`src/rtl/scer_pkg.sv`:
```
package scer_pkg;

    typedef enum logic [1:0] {
        ST_IDLE = 2'd0,
        ST_WAIT = 2'd1,
        ST_RECV = 2'd2
    } rx_state_e;

    typedef enum logic [1:0] {
        KS_IDLE = 2'd0,
        KS_PRE  = 2'd1,
        KS_CAP  = 2'd2
    } ks_state_e;

endpackage

```
`src/rtl/scer_sync.sv`:
```
module scer_sync #(
    parameter int STAGES = 2
) (
    input  logic clk,
    input  logic rst_n,
    input  logic din_i,
    output logic edge_o
);
    logic [STAGES:0] sh_q, sh_d;

    always_comb begin
        sh_d = {sh_q[STAGES-1:0], din_i};
    end

    always_ff @(posedge clk or negedge rst_n) begin
        if (!rst_n) sh_q <= '0;
        else        sh_q <= sh_d;
    end

    assign edge_o = sh_q[STAGES] ^ sh_q[STAGES-1];
endmodule

```
`src/rtl/scer_edge_cnt.sv`:
```
module scer_edge_cnt #(
    parameter int CNT_W = 6
) (
    input  logic             clk,
    input  logic             rst_n,
    input  logic             clr_i,
    input  logic             inc_i,
    output logic [CNT_W-1:0] cnt_o
);
    localparam logic [CNT_W-1:0] CNT_MAX = {CNT_W{1'b1}};

    logic [CNT_W-1:0] cnt_q, cnt_d;

    always_comb begin
        cnt_d = cnt_q;
        if (clr_i)                         cnt_d = inc_i ? CNT_W'(1) : '0;
        else if (inc_i && cnt_q != CNT_MAX) cnt_d = cnt_q + CNT_W'(1);
    end

    always_ff @(posedge clk or negedge rst_n) begin
        if (!rst_n) cnt_q <= '0;
        else        cnt_q <= cnt_d;
    end

    assign cnt_o = cnt_q;

    // Saturation: a full counter stays full until cleared.
    assert_hold_sat_R4: assert property (@(posedge clk) disable iff (!rst_n)
        (cnt_q == CNT_MAX && !clr_i) |=> cnt_q == CNT_MAX);

    // Each synchronised change below saturation adds exactly one.
    assert_count_step_R3: assert property (@(posedge clk) disable iff (!rst_n)
        (!clr_i && inc_i && cnt_q != CNT_MAX) |=> cnt_q == $past(cnt_q) + CNT_W'(1));
endmodule

```
`src/rtl/scer_key_cap.sv`:
```
module scer_key_cap
    import scer_pkg::*;
#(
    parameter int MAX_BITS = 32,
    parameter int PRE_ADV  = 2,
    localparam int BITS_W  = $clog2(MAX_BITS + 1),
    localparam int IDX_W   = $clog2(MAX_BITS),
    localparam int PRE_W   = $clog2(PRE_ADV + 1)
) (
    input  logic                clk,
    input  logic                rst_n,
    input  logic                start_i,
    input  logic                crypt_i,
    input  logic [BITS_W-1:0]   nbits_i,
    input  logic                ks_bit_i,
    output logic                ks_adv_o,
    output logic [MAX_BITS-1:0] key_o
);
    typedef struct packed {
        ks_state_e           st;
        logic [PRE_W-1:0]    pre;
        logic [IDX_W-1:0]    idx;
        logic [BITS_W-1:0]   nbits;
        logic [MAX_BITS-1:0] key;
    } kc_t;

    kc_t q, d;

    always_comb begin
        d = q;
        if (start_i) begin
            d.key   = '0;
            d.pre   = '0;
            d.idx   = '0;
            d.nbits = nbits_i;
            d.st    = crypt_i ? KS_PRE : KS_IDLE;
        end else begin
            case (q.st)
                KS_PRE: begin
                    if (q.pre == PRE_W'(PRE_ADV - 1)) d.st  = KS_CAP;
                    else                              d.pre = q.pre + PRE_W'(1);
                end
                KS_CAP: begin
                    d.key[q.idx] = ks_bit_i;
                    if (BITS_W'(q.idx) == q.nbits - BITS_W'(1)) d.st  = KS_IDLE;
                    else                                        d.idx = q.idx + IDX_W'(1);
                end
                default: ;
            endcase
        end
    end

    always_ff @(posedge clk or negedge rst_n) begin
        if (!rst_n) begin
            q.st    <= KS_IDLE;
            q.pre   <= '0;
            q.idx   <= '0;
            q.nbits <= '0;
            q.key   <= '0;
        end else begin
            q <= d;
        end
    end

    assign ks_adv_o = (q.st != KS_IDLE) && !start_i;
    assign key_o    = q.key;

    // The preamble always hands over to capture, never back to idle.
    assert_pre_then_cap_R7: assert property (@(posedge clk) disable iff (!rst_n)
        (q.st == KS_PRE && !start_i && q.pre == PRE_W'(PRE_ADV - 1)) |=> q.st == KS_CAP);
endmodule

```
`src/rtl/scer_rx.sv`:
```
module scer_rx
    import scer_pkg::*;
#(
    parameter int WAIT_TICKS  = 490,
    parameter int WIN_TICKS   = 150,
    parameter int EDGE_LO     = 20,
    parameter int EDGE_HI     = 60,
    parameter int CNT_W       = 6,
    parameter int MAX_BITS    = 32,
    parameter int PRE_ADV     = 2,
    parameter int SYNC_STAGES = 2,
    localparam int BITS_W     = $clog2(MAX_BITS + 1),
    localparam int IDX_W      = $clog2(MAX_BITS),
    localparam int TMAX       = (WAIT_TICKS > WIN_TICKS) ? WAIT_TICKS : WIN_TICKS,
    localparam int TCNT_W     = $clog2(TMAX)
) (
    input  logic                clk,
    input  logic                rst_n,
    input  logic                start_i,
    input  logic [BITS_W-1:0]   bit_count_i,
    input  logic                crypt_i,
    input  logic                tick_i,
    input  logic                comp_i,
    input  logic                ks_bit_i,
    output logic                ks_adv_o,
    output logic [MAX_BITS-1:0] data_o,
    output logic [BITS_W-1:0]   bits_o,
    output logic                done_o,
    output logic                resync_o
);
    typedef struct packed {
        rx_state_e           st;
        logic [TCNT_W-1:0]   tcnt;
        logic [IDX_W-1:0]    bidx;
        logic [BITS_W-1:0]   nbits;
        logic [MAX_BITS-1:0] data;
        logic                crypt;
        logic                done;
        logic                resync;
    } rx_t;

    rx_t q, d;

    logic                edge_w;
    logic                clr_w;
    logic [CNT_W-1:0]    ecnt_w;
    logic [MAX_BITS-1:0] key_w;
    logic [BITS_W-1:0]   nbits_w;
    logic                present_w;

    always_comb begin
        if (bit_count_i == '0)                         nbits_w = BITS_W'(1);
        else if (bit_count_i > BITS_W'(MAX_BITS))      nbits_w = BITS_W'(MAX_BITS);
        else                                           nbits_w = bit_count_i;
    end

    scer_sync #(.STAGES(SYNC_STAGES)) u_sync (
        .clk    (clk),
        .rst_n  (rst_n),
        .din_i  (comp_i),
        .edge_o (edge_w)
    );

    scer_edge_cnt #(.CNT_W(CNT_W)) u_cnt (
        .clk   (clk),
        .rst_n (rst_n),
        .clr_i (clr_w),
        .inc_i (edge_w),
        .cnt_o (ecnt_w)
    );

    scer_key_cap #(.MAX_BITS(MAX_BITS), .PRE_ADV(PRE_ADV)) u_key (
        .clk      (clk),
        .rst_n    (rst_n),
        .start_i  (start_i),
        .crypt_i  (crypt_i),
        .nbits_i  (nbits_w),
        .ks_bit_i (ks_bit_i),
        .ks_adv_o (ks_adv_o),
        .key_o    (key_w)
    );

    assign present_w = (int'(ecnt_w) > EDGE_LO) && (int'(ecnt_w) < EDGE_HI);

    always_comb begin
        d        = q;
        d.done   = 1'b0;
        d.resync = 1'b0;
        clr_w    = 1'b0;
        if (start_i) begin
            d.st    = ST_WAIT;
            d.tcnt  = '0;
            d.bidx  = '0;
            d.nbits = nbits_w;
            d.data  = '0;
            d.crypt = crypt_i;
        end else begin
            case (q.st)
                ST_WAIT: begin
                    if (tick_i) begin
                        if (q.tcnt == TCNT_W'(WAIT_TICKS - 1)) begin
                            d.st   = ST_RECV;
                            d.tcnt = '0;
                            clr_w  = 1'b1;
                        end else begin
                            d.tcnt = q.tcnt + TCNT_W'(1);
                        end
                    end
                end
                ST_RECV: begin
                    if (tick_i) begin
                        if (q.tcnt == TCNT_W'(WIN_TICKS - 1)) begin
                            d.tcnt         = '0;
                            clr_w          = 1'b1;
                            d.data[q.bidx] = present_w ^ (q.crypt & key_w[q.bidx]);
                            if (BITS_W'(q.bidx) == q.nbits - BITS_W'(1)) begin
                                d.st     = ST_IDLE;
                                d.done   = 1'b1;
                                d.resync = 1'b1;
                            end else begin
                                d.bidx = q.bidx + IDX_W'(1);
                            end
                        end else begin
                            d.tcnt = q.tcnt + TCNT_W'(1);
                        end
                    end
                end
                default: ;
            endcase
        end
    end

    always_ff @(posedge clk or negedge rst_n) begin
        if (!rst_n) begin
            q.st     <= ST_IDLE;
            q.tcnt   <= '0;
            q.bidx   <= '0;
            q.nbits  <= '0;
            q.data   <= '0;
            q.crypt  <= 1'b0;
            q.done   <= 1'b0;
            q.resync <= 1'b0;
        end else begin
            q <= d;
        end
    end

    assign data_o   = q.data;
    assign bits_o   = q.nbits;
    assign done_o   = q.done;
    assign resync_o = q.resync;

    assert_done_pulse_R8: assert property (@(posedge clk) disable iff (!rst_n)
        q.done |=> !q.done);

    assert_done_len_R5: assert property (@(posedge clk) disable iff (!rst_n)
        q.done |-> (q.nbits >= BITS_W'(1) && q.nbits <= BITS_W'(MAX_BITS)));

    assert_key_ready_R7: assert property (@(posedge clk) disable iff (!rst_n)
        (q.st == ST_RECV) |-> !ks_adv_o || start_i);

    assert_tick_freeze_R9: assert property (@(posedge clk) disable iff (!rst_n)
        (q.st != ST_IDLE && !tick_i && !start_i) |=> $stable(q.tcnt));
endmodule

```
`config.mk`:
```
export PLATFORM = sky130hd
export DESIGN_NAME = scer_rx
export DESIGN_NICKNAME = d
export VERILOG_FILES = /design/src/rtl/scer_pkg.sv /design/src/rtl/scer_sync.sv /design/src/rtl/scer_edge_cnt.sv /design/src/rtl/scer_key_cap.sv /design/src/rtl/scer_rx.sv
export SDC_FILE = /design/constraint.sdc
export NUM_CORES = 1
export LEC_CHECK = 0
export ABC_AREA = 1
export BUFFER_PORTS_ARGS = -buffer_cell sky130_fd_sc_hd__buf_4
export CAP_MARGIN = 20
export CORE_AREA = 2 2 123 125
export CTS_BUF_LIST = sky130_fd_sc_hd__clkbuf_16
export CTS_CLUSTER_DIAMETER = 50
export DETAILED_ROUTE_END_ITERATION = 10
export DIE_AREA = 0 0 125 127
export PLACE_DENSITY = 0.67
export SYNTH_ARGS = -nofsm -noshare
export SYNTH_HDL_FRONTEND = slang
export SYNTH_SLANG_ARGS = --single-unit
```
`constraint.sdc`:
```
create_clock -name clk -period 2.3 [get_ports clk]
set_clock_uncertainty 0.15 [all_clocks]
set_input_delay 0.23 -clock clk [delete_from_list [all_inputs] [get_ports clk]]
set_output_delay 0.23 -clock clk [all_outputs]
set_load 0.03 [all_outputs]
```
# Word-level counts from Yosys, hierarchy flattened
# Index checks and enable logic that the tools add are counted.
# totals
regBits	107
inputBits	13
output_inout_bits	41
word_cells	124
# op_classes
n_addsub	6
order_cmp	7
n_eq_ne	20
muxes	51
n_bitwise	3
reduce_logical	23
# ops
op	count
two-way mux 32 bit	6
bitwise mux 32 bit	2
two-way mux 16 bit	2
two-way mux 9 bit	3
two-way mux 5 bit	5
two-way mux 2 bit	12
two-way mux 6 bit	4
case mux 11 bit (2 select lines)	1
!= test 3 bit, second input constant	5
nonzero test 2 bit	7
equality test 5 x 6 -> 1 bit	2
< comparator 5 x 6 -> 1 bit, second input constant	2
two-way mux 11 bit	1
adder 5 x 1 -> 5 bit, second input constant	2
demux 1 bit (select 5 bit)	2
greater-or-equal comparator 5 x 1 -> 1 bit, second input constant	2
two-way mux 1 bit	10
adder 9 x 1 -> 9 bit, second input constant	1
equality test 9 x 8 -> 1 bit, second input constant	1
equality test 9 bit, second input constant	1
AND reduction 3 bit	3
adder 6 x 1 -> 6 bit, second input constant	1
equality test 2 x 1 -> 1 bit, second input constant	3
greater-than comparator 6 x 5 -> 1 bit, second input constant	1
20 further kinds	31

# Depth between registers and ports, before layout
# Gate-level depths: netlist of the first run.
# logic_depth
word_depth	9
mapped_depth	14
depth_no_buf	13

# Modules after synthesis
# A second synthesis of the first run with hierarchy kept.
# hier_totals
cells_unflattened	1038
hier_area_um2	7638.6
# by_module_without_submodules
mod	n_inst	cells_each	area_per_inst_um2	seq_area_each_um2
scer_rx	1	652	4498.1	1401.3
scer_key_cap	1	330	2667.6	1176.1
scer_edge_cnt	1	48	379.1	150.1
scer_sync	1	8	93.8	75.1

# Least setup slack after synthesis of the first run
# OpenSTA, ideal clock, no wires.
# synth_path
path_type	reg-to-reg
from	register q[41] (netlist bit)
to	register q, in the netlist data_o[24]
setup_time_ns	0.066
arrival_time_ns	1.730
required_ns	2.084
slack_ns	0.354
path_stages_with_launch	9
path_buffers	2
synth_period_minus_slack_ns	1.946
cell_sequence	dfrtp_1 > clkinv_1 > buf_2 > ha_1 > buf_1 > clkinv_1 > nor3_1 > nand3_2 > nand2_1
# synth_via
elab_chain_cells	9
word_cells_on_any_way	14
cone_classes	order compare (2); mux (9); bitwise (2); reduce/logical (1)
# synth_lines
element	line_no	source
start, declared	scer_rx.sv:42	rx_t q, d;
< comparator 5 x 6 -> 1 bit (not written as such) (tied with other cells)	scer_rx.sv:115	d.data[q.bidx] = present_w ^ (q.crypt & key_w[q.bidx]);
logical AND 1 bit (not written as such) / two-way mux 1 bit (equally long branches)	scer_rx.sv:115	
two-way mux 1 bit (not written as such) / bitwise AND 1 bit (equally long branches)	scer_rx.sv:115	
demux 1 bit (select 5 bit) / XOR 1 bit (equally long branches)	scer_rx.sv:115	
bitwise mux 32 bit (*)	scer_rx.sv:115	
two-way mux 32 bit (*)	scer_rx.sv:112	if (q.tcnt == TCNT_W'(WIN_TICKS - 1)) begin
two-way mux 32 bit (*)	scer_rx.sv:111	if (tick_i) begin
two-way mux 32 bit (*)	scer_rx.sv:98	case (q.st)
two-way mux 32 bit (*)	scer_rx.sv:90	if (start_i) begin
# Every way passes the cells marked *; elsewhere a longest branch is shown, timed or not. The select of a mux whose other input is x is not followed.
# A chain may end at the register's enable or synchronous reset.

==> results of run 1 <==
## state kept, by name (all words and copies together), names as in the netlist
signal       flops
done_o           1
q               17
u_key.key_o     32
u_sync.sh_q      3
data_o          32
u_cnt.cnt_o      6
u_key.q         15
## layout make-up
type | count | area, sq um
Fill cell | 1407 | 7110
Multi-Input combinational cell | 565 | 2950
Timing Repair Buffer | 94 | 763
Tap cell | 184 | 230
Sequential cell | 106 | 2650
Clock inverter | 7 | 60.1
Clock buffer | 9 | 225
Inverter | 114 | 432
## where the power goes
group / switching [uW] / total (uW) / internal [uW]
sequential: 91.4 / 2050 / 1960
clock: 714 / 1550 / 833
combinational: 656 / 966 / 309
total: 1460 / 4560 / 3100
## cell usage in the layout (no fill, tap or decap), types with 23 or more instances in the layout
cell type	count
buf_4	83
nand3_1	141
dfrtp_1	106
nor3_1	39
a31oi_1	24
nand2_1	175
o21ai_0	28
nor2_1	52
a22oi_1	23
inv_1	104
## worst reg2reg max path, cell delays in order, from the launching register on
cell and delay, ns:
dfrtp_1 0.39, inv_2 0.10, ha_2 0.30, xor2_1 0.15, nand4_1 0.12, nor2_1 0.19
nand2_2 0.11, nand2_1 0.14, nand2_1 0.15, nand2_1 0.09, o21ai_0 0.07
## through the flow
step           total power [uW]  cell area [sq um]  worst slack (ns)  util (%)
2_1_floorplan              2880               6550             0.354         -
3_3_place_gp               3000               6920             0.130      48.0
3_5_place_dp               3010               6920            0.0728      48.0
4_1_cts                    4560               7290            0.0650      50.5
5_1_grt                    4780               7310            0.0184      50.7
6_report                   4560               7310             0.217      50.7
## worst paths after layout
kind	start	endpoint	slack (ns)	depth (start not counted)
hold / removal	bit_count_i[4]	u_key.q[36]$_DFFE_PN0P_	0.02	3
setup / recovery	u_key.q[32]$_DFFE_PN0P_	q[45]$_DFFE_PN0P_	0.22	10
setup reg to reg	u_key.q[32]$_DFFE_PN0P_	q[45]$_DFFE_PN0P_	0.22	10
max in group asynchronous	rst_n	u_key.key_o[8]$_DFFE_PN0P_	1.07	3
min in group asynchronous	rst_n	u_key.q[39]$_DFFE_PN0P_	0.25	2
hold reg to reg	u_sync.sh_q[0]$_DFF_PN0_	u_sync.sh_q[1]$_DFF_PN0_	0.23	0
## layer usage
metal  share of wire [%]  global-route usage (%)
met1                  46                    29.0
met2                  47                    33.8
met3                 5.3                    3.27
met4                 1.6                    6.80
met5                   0                       0
## repair_timing
item                       CTS  global route
setup endpoints to repair    0            42
hold endpoints to repair    45             0
hold buffers                 8             0
gates resized for setup      0             6
## cells by family after synthesis
kind of cell	Yosys count	share of synthesized area [%]
compound gates	96	8.98
buf+inv	194	14.8
fa+ha+maj	16	3.06
xor+xnor	15	2.01
simple gates	438	30.7
flops	106	40.5
==> flow_metrics.env, run 1 <==
export IMPL_status="complete, no violations"
export IMPL_synth_common_cells="nand2_1 (176), nand3_1 (141), dfrtp_1 (106), inv_1 (106), nor2_1 (52)"
export IMPL_clk_pin_slew_ns=0.07
export IMPL_path_buf_inv=1
export IMPL_die_w_um=125
export IMPL_ys_types=33
export IMPL_via_per_inst=5.31
export IMPL_first_global_vias=5483
export IMPL_fmax_mhz=480
export IMPL_die_h_um=127
export IMPL_via_count=5729
export IMPL_num_rows=44
export IMPL_synth_area_sq_mm=0.00655
export IMPL_stdcell_count=1079
export IMPL_worstPathRequired_ns=2.38
export IMPL_hp_class="in -> reg"
export IMPL_ys_async_sr_fraction_pct=100
export IMPL_synth_area_top_cells="dfrtp_1 (41%), nand3_1 (11%), nand2_1 (10%)"
export IMPL_synth_area_per_cell_sq_um=7.57
export IMPL_path_class="reg -> reg"
export IMPL_clk_latency_ns=0.36
export IMPL_clk_path_buf_depth=2
export IMPL_synth_top_area_cell="dfrtp_1"
export IMPL_synth_most_common_cell="nand2_1"
export IMPL_n_antenna_cell=0
export IMPL_worst_hold_slack_ns=0.0165
export IMPL_cp_slowest_cell="dfrtp_1"
export IMPL_syn_inst=865
export IMPL_startpoint_type="register"
export IMPL_core_sq_mm=0.0144
export IMPL_grt_pass1_wl_um=27400
export IMPL_post_dp_hpwl_um=10900
export IMPL_synth_top_area_share_pct=40.5
export IMPL_wl_per_cell_um=14.9
export IMPL_cts_root_buf="clkbuf_16"
export IMPL_rsz0062_at_grt="no"
export IMPL_slew_viol_final=0
export IMPL_start_util_pct=45.4
export IMPL_ys_ff_latch=106
export IMPL_cp_cell_sequence="inv_2 -> ha_2 -> xor2_1 -> nand4_1 -> nor2_1 -> nand2_2 -> nand2_1 -> nand2_1 -> nand2_1 -> o21ai_0"
export IMPL_endpoint_kind="register"
export IMPL_gp_congestion=0.850
export IMPL_crit_family="simple AND/OR/NAND/NOR gates"
export IMPL_dr_pass1_iters=5
export IMPL_postCtsSetupBuffers=0
export IMPL_port_buffers=53
export IMPL_synth_edf_count=0
export IMPL_power_density_mw_per_mm2=624
export IMPL_cap_violations=0
export IMPL_slew_headroom_pct=62.4
export IMPL_grtUsageTotal_pct=20.9
export IMPL_drtAntennaViolNets=0
export IMPL_finalSetupTns_ns=0
export IMPL_setup_viol=0
export IMPL_routed_wirelength_um=16100
export IMPL_worst_pin_slew_ns=0.564
export IMPL_period_share_pct=90.6
export IMPL_worst_path_most_repeated_cell="nand2_1"
export IMPL_syn_nets=894
export IMPL_cp_max_fo=6
export IMPL_grt_start_max_net_pins=43
export IMPL_overflow=0
export IMPL_io_pins=54
export IMPL_cts_buffers=9
export IMPL_ys_seq_area_share_pct=40.5
export IMPL_yosysWarnings=0
export IMPL_worst_path_largest_cell_delay_ns=0.39
export IMPL_critical_path_arrival_ns=2.16
export IMPL_drc=0
export IMPL_clock_sinks=106
export IMPL_ir_drop_mv=0.393
export IMPL_finalHoldViolCount=0
export IMPL_dr_first_iter_drc_count=490
export IMPL_synth_main_ff_cell="dfrtp_1"
export IMPL_finalCriticalPeriod_ns=2.08
export IMPL_htree_num_levels=3
export IMPL_placed_cells=1055
export IMPL_num_nets_final=919
export IMPL_dieArea_sq_mm=0.0159
export IMPL_cts_tree="built"
export IMPL_antenna_found_initial=0
export IMPL_power_leakage_uw=0.00361
export IMPL_syn2layout_area_growth_pct=11.6
export IMPL_drive_above_1_share_pct=14.3
Power figures use the tool's default switching activity.
==> inputs of run 2 (changes only) <==
--- a/config.mk
+++ b/config.mk
@@ -8,5 +8,4 @@
 export ABC_AREA = 1
 export BUFFER_PORTS_ARGS = -buffer_cell sky130_fd_sc_hd__buf_4
-export CAP_MARGIN = 20
 export CORE_AREA = 2 2 123 125
 export CTS_BUF_LIST = sky130_fd_sc_hd__clkbuf_16
==> constraint.sdc (replaced) <==
create_clock -name clk -period 2.3 [get_ports clk]
set_clock_uncertainty 0.15 [all_clocks]
set_input_delay 0.69 -clock clk [delete_from_list [all_inputs] [get_ports clk]]
set_output_delay 0.69 -clock clk [all_outputs]
set_load 0.03 [all_outputs]
==> run 2 against run 1 <==
  * Maximum frequency fell by 1.5%
  * Critical path depth unchanged
  * Hold slack improved by 0.11 ns
  * Wire length down 1.5%
  * Register-to-register slack worse by 0.03 ns
  * Cell count down 0.65%
  * Combinational power decreased by 2%
  * Die area stayed put
  * Global-route usage down 0.33 points
  * Core utilization decreased by 0.43 points
==> flow_metrics.env, run 2 (synthesis results as in run 1) <==
export IMPL_routed_wirelength_um=15900
export IMPL_drive_above_1_share_pct=14.3
export IMPL_gp_congestion=0.874
export IMPL_start_util_pct=45.4
export IMPL_power_density_mw_per_mm2=622
export IMPL_dpl_instance_area_sq_mm=0.00697
export IMPL_first_global_vias=5343
export IMPL_overflow=0
export IMPL_final_common_cell="nand2_1"
export IMPL_setup_viol=0
export IMPL_clk_path_buf_depth=2
export IMPL_nFillCells=1435
export IMPL_ir_drop_mv=0.327
export IMPL_reg2reg_to="data_o[0]$_DFFE_PN0P_"
export IMPL_finalSetupTns_ns=0
export IMPL_die_h_um=127
export IMPL_grt_start_max_net_pins=49
export IMPL_cp_max_fo=32
export IMPL_startpoint_type="register"
export IMPL_rr_worst_depth=10
export IMPL_cts_buffers=9
export IMPL_grt_pass1_wl_um=26900
export IMPL_worst_pin_slew_ns=0.549
export IMPL_postCtsSetupBuffers=0
export IMPL_power_leakage_uw=0.00360
export IMPL_fmax_mhz=473
export IMPL_slew_headroom_pct=63.3
export IMPL_slew_viol_final=0
export IMPL_via_count=5719
export IMPL_core_sq_mm=0.0144
export IMPL_critical_path_arrival_ns=2.26
export IMPL_finalCriticalPeriod_ns=2.11
export IMPL_r2r_start="q[43]$_DFFE_PN0P_"
export IMPL_final_cell_mix="nand2_1 (175), nand3_1 (141), inv_1 (107), dfrtp_1 (106), buf_4 (83)"
export IMPL_clk_latency_ns=0.35
export IMPL_port_buffers=53
export IMPL_cts_root_buf="clkbuf_16"
export IMPL_multi_input_area_sq_mm=0.00294
export IMPL_antenna_found_initial=0
export IMPL_rsz0062_at_grt="no"
export IMPL_via_per_inst=5.33
export IMPL_status="complete, no violations"
export IMPL_cap_violations=0
export IMPL_period_share_pct=91.9
export IMPL_drtAntennaViolNets=0
export IMPL_dr_first_iter_drc_count=591
export IMPL_htree_num_levels=3
export IMPL_num_nets_final=913
export IMPL_hp_class="in -> async"
export IMPL_final_seq_area_sq_mm=0.00265
export IMPL_final_cell_area_sq_mm=0.00725
export IMPL_clock_sinks=106
export IMPL_dieArea_sq_mm=0.0159
export IMPL_path_class="reg -> reg"
export IMPL_worst_r2r_setup_slack_ns=0.19
export IMPL_clk_pin_slew_ns=0.07
export IMPL_n_antenna_cell=0
export IMPL_die_w_um=125
export IMPL_cts_tree="built"
export IMPL_drc=0
export IMPL_wl_per_cell_um=14.8
export IMPL_io_pins=54
export IMPL_post_dp_hpwl_um=10900
export IMPL_num_rows=44
export IMPL_grtUsageTotal_pct=20.6
export IMPL_syn2layout_area_growth_pct=10.7
export IMPL_dr_pass1_iters=6
export IMPL_endpoint_kind="register"
export IMPL_finalHoldViolCount=0
export IMPL_worstPathRequired_ns=2.44
run 2: cell type report:
class                   instances  share of cell area, %
clock buffers                   9                   3.11
inverters                     114                   5.90
flip-flops and latches        106                   36.6
well taps                     184                   3.18
multi-input cells             565                   40.5
clock inverters                 6                  0.708
repair buffers                 88                   9.98
run 2: worst max-delay path: stages (launching register included):
cell	delay (ns)
dfrtp_1	0.58
inv_2	0.11
nor3_1	0.31
nand2_1	0.09
nand2_1	0.08
nor2_1	0.05
nand2_2	0.07
nand2_2	0.07
nand2_4	0.33
nand3_1	0.14
nand2_1	0.08
run 2: how the worst max path moves through the flow:
stage | slack (ns) | to | from
final | 0.19 | data_o[0]$_DFFE_PN0P_ | q[43]$_DFFE_PN0P_
after global routing | 0.002 | data_o[5]$_DFFE_PN0P_ | q[43]$_DFFE_PN0P_
after CTS | 0.03 | q[51]$_DFFE_PN0P_ | q[55]$_DFFE_PN0P_
after detailed placement | 0.05 | q[51]$_DFFE_PN0P_ | q[55]$_DFFE_PN0P_
after global placement | 0.09 | q[51]$_DFFE_PN0P_ | q[55]$_DFFE_PN0P_
after floorplan | 0.07 | ks_adv_o | start_i
run 2: report_power, final:
group	internal (uW)	leakage, uW	switching, uW
Clock	824	0.000145	686
Combinational	298	0.00201	650
Sequential	1960	0.00144	89.0
run 2: routing by layer:
| layer | wire length (um) | track usage [%] | vias to the layer above | part of all wire [%] |
|---|---|---|---|---|
| met3 | 811 | 4.44 | 13 | 5.1 |
| li1 | - | - | 2839 | - |
| met4 | 197 | 4.77 | 0 | 1.2 |
| met2 | 7440 | 33.1 | 162 | 47 |
| met1 | 7410 | 28.7 | 2705 | 47 |
| met5 | 0 | 0 | - | 0 |
run 2: stage by stage:
| stage | instances | worst slack, ns | total power (uW) | hold slack, ns | utilization, % |
|---|---|---|---|---|---|
| 5_1_grt | 1072 | 0.00232 | 4750 | 0.141 | 50.3 |
| 3_5_place_dp | 1057 | 0.0537 | 3030 | 0.194 | 48.3 |
| 2_1_floorplan | 865 | 0.0697 | 2880 | 0.181 | - |
| 6_report | 1072 | 0.185 | 4510 | 0.126 | 50.3 |
| 4_1_cts | 1072 | 0.0298 | 4540 | 0.137 | 50.2 |
| 3_3_place_gp | 1057 | 0.0861 | 3020 | 0.185 | 48.3 |
run 2: what timing repair did:
| item | in CTS | in global routing |
|---|---|---|
| endpoints found under the setup margin | 0 | 11 |
| hold buffers | 0 | 0 |
| resized for setup | 0 | 2 |
| endpoints found under the hold margin | 0 | 0 |
==> inputs of run 3 (changes only) <==
ABC_AREA = not set   (was 1)
CORE_AREA = 2 2 120 122   (was 2 2 123 125)
CTS_BUF_LIST = sky130_fd_sc_hd__clkbuf_2   (was sky130_fd_sc_hd__clkbuf_16)
DIE_AREA = 0 0 122 124   (was 0 0 125 127)
PLACE_DENSITY = 0.68   (was 0.67)
REMOVE_ABC_BUFFERS = 1   (was not set)
==> run 3 against run 2 <==
  * The run now ends with setup timing left
  * Worst setup slack worse by 0.33 ns
  * Non-clock buffer count up 46
  * Area after synthesis shrank 3.9%
  * Synthesized cell count fell by 23%
  * Highest routed layer unchanged
==> flow_metrics.env, run 3 <==
export IMPL_synth_common_cells="dfrtp_1 (106), nor2_1 (63), o21ai_0 (60)"
export IMPL_overflow=0
export IMPL_hp_start="bit_count_i[5]"
export IMPL_io_pins=54
export IMPL_power_density_mw_per_mm2=428
export IMPL_final_util_pct=55.4
export IMPL_synth_area_top_cells="dfrtp_1 (42%), buf_4 (5.0%), o21ai_0 (4.8%)"
export IMPL_grt_pass1_wl_um=23800
export IMPL_die_w_um=122
export IMPL_syn2layout_area_growth_pct=20.7
export IMPL_antenna_found_initial=0
export IMPL_yosysWarnings=0
export IMPL_finalHoldViolCount=0
export IMPL_routed_wirelength_um=14800
export IMPL_cts_root_buf="clkbuf_2"
export IMPL_stdcell_count=912
export IMPL_clk_latency_ns=0.61
export IMPL_synth_edf_count=0
export IMPL_wl_per_cell_um=16.2
export IMPL_r2r_start="q[41]$_DFFE_PN0P_"
export IMPL_synth_area_per_cell_sq_um=9.50
export IMPL_port_buffers=53
export IMPL_ir_drop_mv=0.234
export IMPL_hp_class="in -> reg"
export IMPL_placed_cells=878
export IMPL_drive_above_1_share_pct=30.6
export IMPL_num_nets_final=757
export IMPL_clock_sinks=106
export IMPL_clk_path_buf_depth=2
export IMPL_htree_num_levels=3
export IMPL_ys_types=60
export IMPL_via_per_inst=5.41
export IMPL_endpoint_kind="register"
export IMPL_fmax_mhz=410
export IMPL_drc=0
export IMPL_via_count=4936
export IMPL_synth_main_ff_cell="dfrtp_1"
export IMPL_gp_congestion=0.870
export IMPL_cp_max_fo=16
export IMPL_cts_buffers=9
export IMPL_core_sq_mm=0.0137
export IMPL_setup_viol=36
export IMPL_start_util_pct=45.9
export IMPL_cap_violations=0
export IMPL_grt_start_max_net_pins=37
export IMPL_ys_seq_area_share_pct=42.2
export IMPL_period_share_pct=106
export IMPL_dr_pass1_iters=5
export IMPL_worst_hold_slack_ns=0.109
export IMPL_ys_async_sr_fraction_pct=100
export IMPL_drtAntennaViolNets=0
export IMPL_worst_pin_slew_ns=0.653
export IMPL_critical_path_startpoint="q[41]$_DFFE_PN0P_"
export IMPL_clk_pin_slew_ns=0.26
export IMPL_final_common_cell="buf_4"
export IMPL_critical_path_arrival_ns=2.83
export IMPL_synth_top_area_share_pct=42.2
export IMPL_dr_first_iter_drc_count=425
export IMPL_ys_ff_latch=106
export IMPL_first_global_vias=4759
export IMPL_synth_top_area_cell="dfrtp_1"
export IMPL_final_cell_mix="buf_4 (114), dfrtp_1 (101), nor2_1 (63), o21ai_0 (56), nand2_1 (49)"
export IMPL_syn_inst=662
export IMPL_rsz0062_at_grt="yes"
export IMPL_worstPathRequired_ns=2.69
export IMPL_dieArea_sq_mm=0.0151
export IMPL_finalCriticalPeriod_ns=2.44
export IMPL_path_class="reg -> reg"
export IMPL_startpoint_type="register"
export IMPL_die_h_um=124
export IMPL_post_dp_hpwl_um=10100
export IMPL_nFillCells=1191
export IMPL_n_antenna_cell=0
export IMPL_p_total_uw=3250
export IMPL_slew_headroom_pct=56.5
export IMPL_synth_area_sq_mm=0.00629
export IMPL_slew_viol_final=0
export IMPL_multi_input_area_sq_mm=0.00342
export IMPL_violations="setup timing"
export IMPL_power_leakage_uw=0.00328
export IMPL_cts_tree="built"
export IMPL_grtUsageTotal_pct=20.1
export IMPL_final_seq_area_sq_mm=0.00266
export IMPL_finalWorstSetupSlack_ns=-0.140
export IMPL_status="finished with violations"
export IMPL_num_rows=43
export IMPL_synth_most_common_cell="dfrtp_1"
## run 3: layer usage
layer  share of wire (%)  GRT usage [%]  wire length [um]
met5                   0              0                 0
met4                 1.9           6.18               274
met3                 3.5           4.08               518
met2                  51           34.6              7540
met1                  44           25.5              6440
## run 3: what timing repair did
| item | CTS | global route |
|---|---|---|
| endpoints found under the hold margin | 20 | 0 |
| pin swaps | 11 | 14 |
| resized for setup | 31 | 51 |
| hold buffers | 2 | 0 |
| endpoints found under the setup margin | 47 | 51 |
| gates cloned | 0 | 0 |
| buffers inserted | 10 | 8 |
## run 3: worst paths after layout
kind / to / slack, ns / depth (start not counted)
setup / recovery: data_o[12]$_DFFE_PN0P_ / -0.14 / 9
hold / removal: u_key.q[36]$_DFFE_PN0P_ / 0.11 / 2
max in group asynchronous: u_key.key_o[18]$_DFFE_PN0P_ / 1.09 / 3
min in group asynchronous: u_sync.sh_q[1]$_DFF_PN0_ / 0.32 / 2
hold reg to reg: u_sync.sh_q[1]$_DFF_PN0_ / 0.24 / 0
setup reg to reg: data_o[12]$_DFFE_PN0P_ / -0.14 / 9
## run 3: cell families (layout without fill, tap and decap cells)
| family | after synthesis | after routing | share of synthesized area [%] |
|---|---|---|---|
| adders and majority gates | 16 | 16 | 3.18 |
| xor gates and xnor gates | 30 | 30 | 4.61 |
| muxes | 36 | 36 | 6.19 |
| DFF | 106 | 106 | 42.2 |
| AOI/OAI and AO/OA | 144 | 144 | 15.4 |
| and+or+nand+nor | 232 | 232 | 19.1 |
| buffers and inverters | 98 | 168 | 9.31 |
## run 3: area by class of cell
cell class | instances | area share (%)
Tap cell | 180 | 2.96
Clock inverter | 5 | 0.609
Clock buffer | 10 | 0.659
Inverter | 19 | 0.939
Timing Repair Buffer | 134 | 14.8
Sequential cell | 106 | 35.0
Multi-Input combinational cell | 458 | 45.1
## run 3: through the flow
stage | cell area [sq um] | TNS [ns] | setup WS [ns]
2_1_floorplan | 5780 | -39.01 | -1.23
3_3_place_gp | 6920 | -1.70 | -0.0630
3_5_place_dp | 6920 | -4.89 | -0.203
4_1_cts | 7260 | -2.01 | -0.101
5_1_grt | 7600 | -7.43 | -0.231
6_report | 7600 | -3.46 | -0.140
## run 3: report_power, final
group / leakage (uW) / switching (uW) / internal, uW
Sequential: 0.00142 / 34.9 / 1900
Clock: 0.0000643 / 597 / 238
Combinational: 0.00180 / 267 / 215
## run 3: critical path, cell delays in order, from the launching register on
cell and delay (ns):
dfrtp_1 0.46, buf_6 0.17, buf_6 0.11, mux2i_2 0.23
o32ai_2 0.13, a2111oi_4 0.21, nand4_1 0.21, mux2i_4 0.28
buf_12 0.18, o31ai_2 0.22
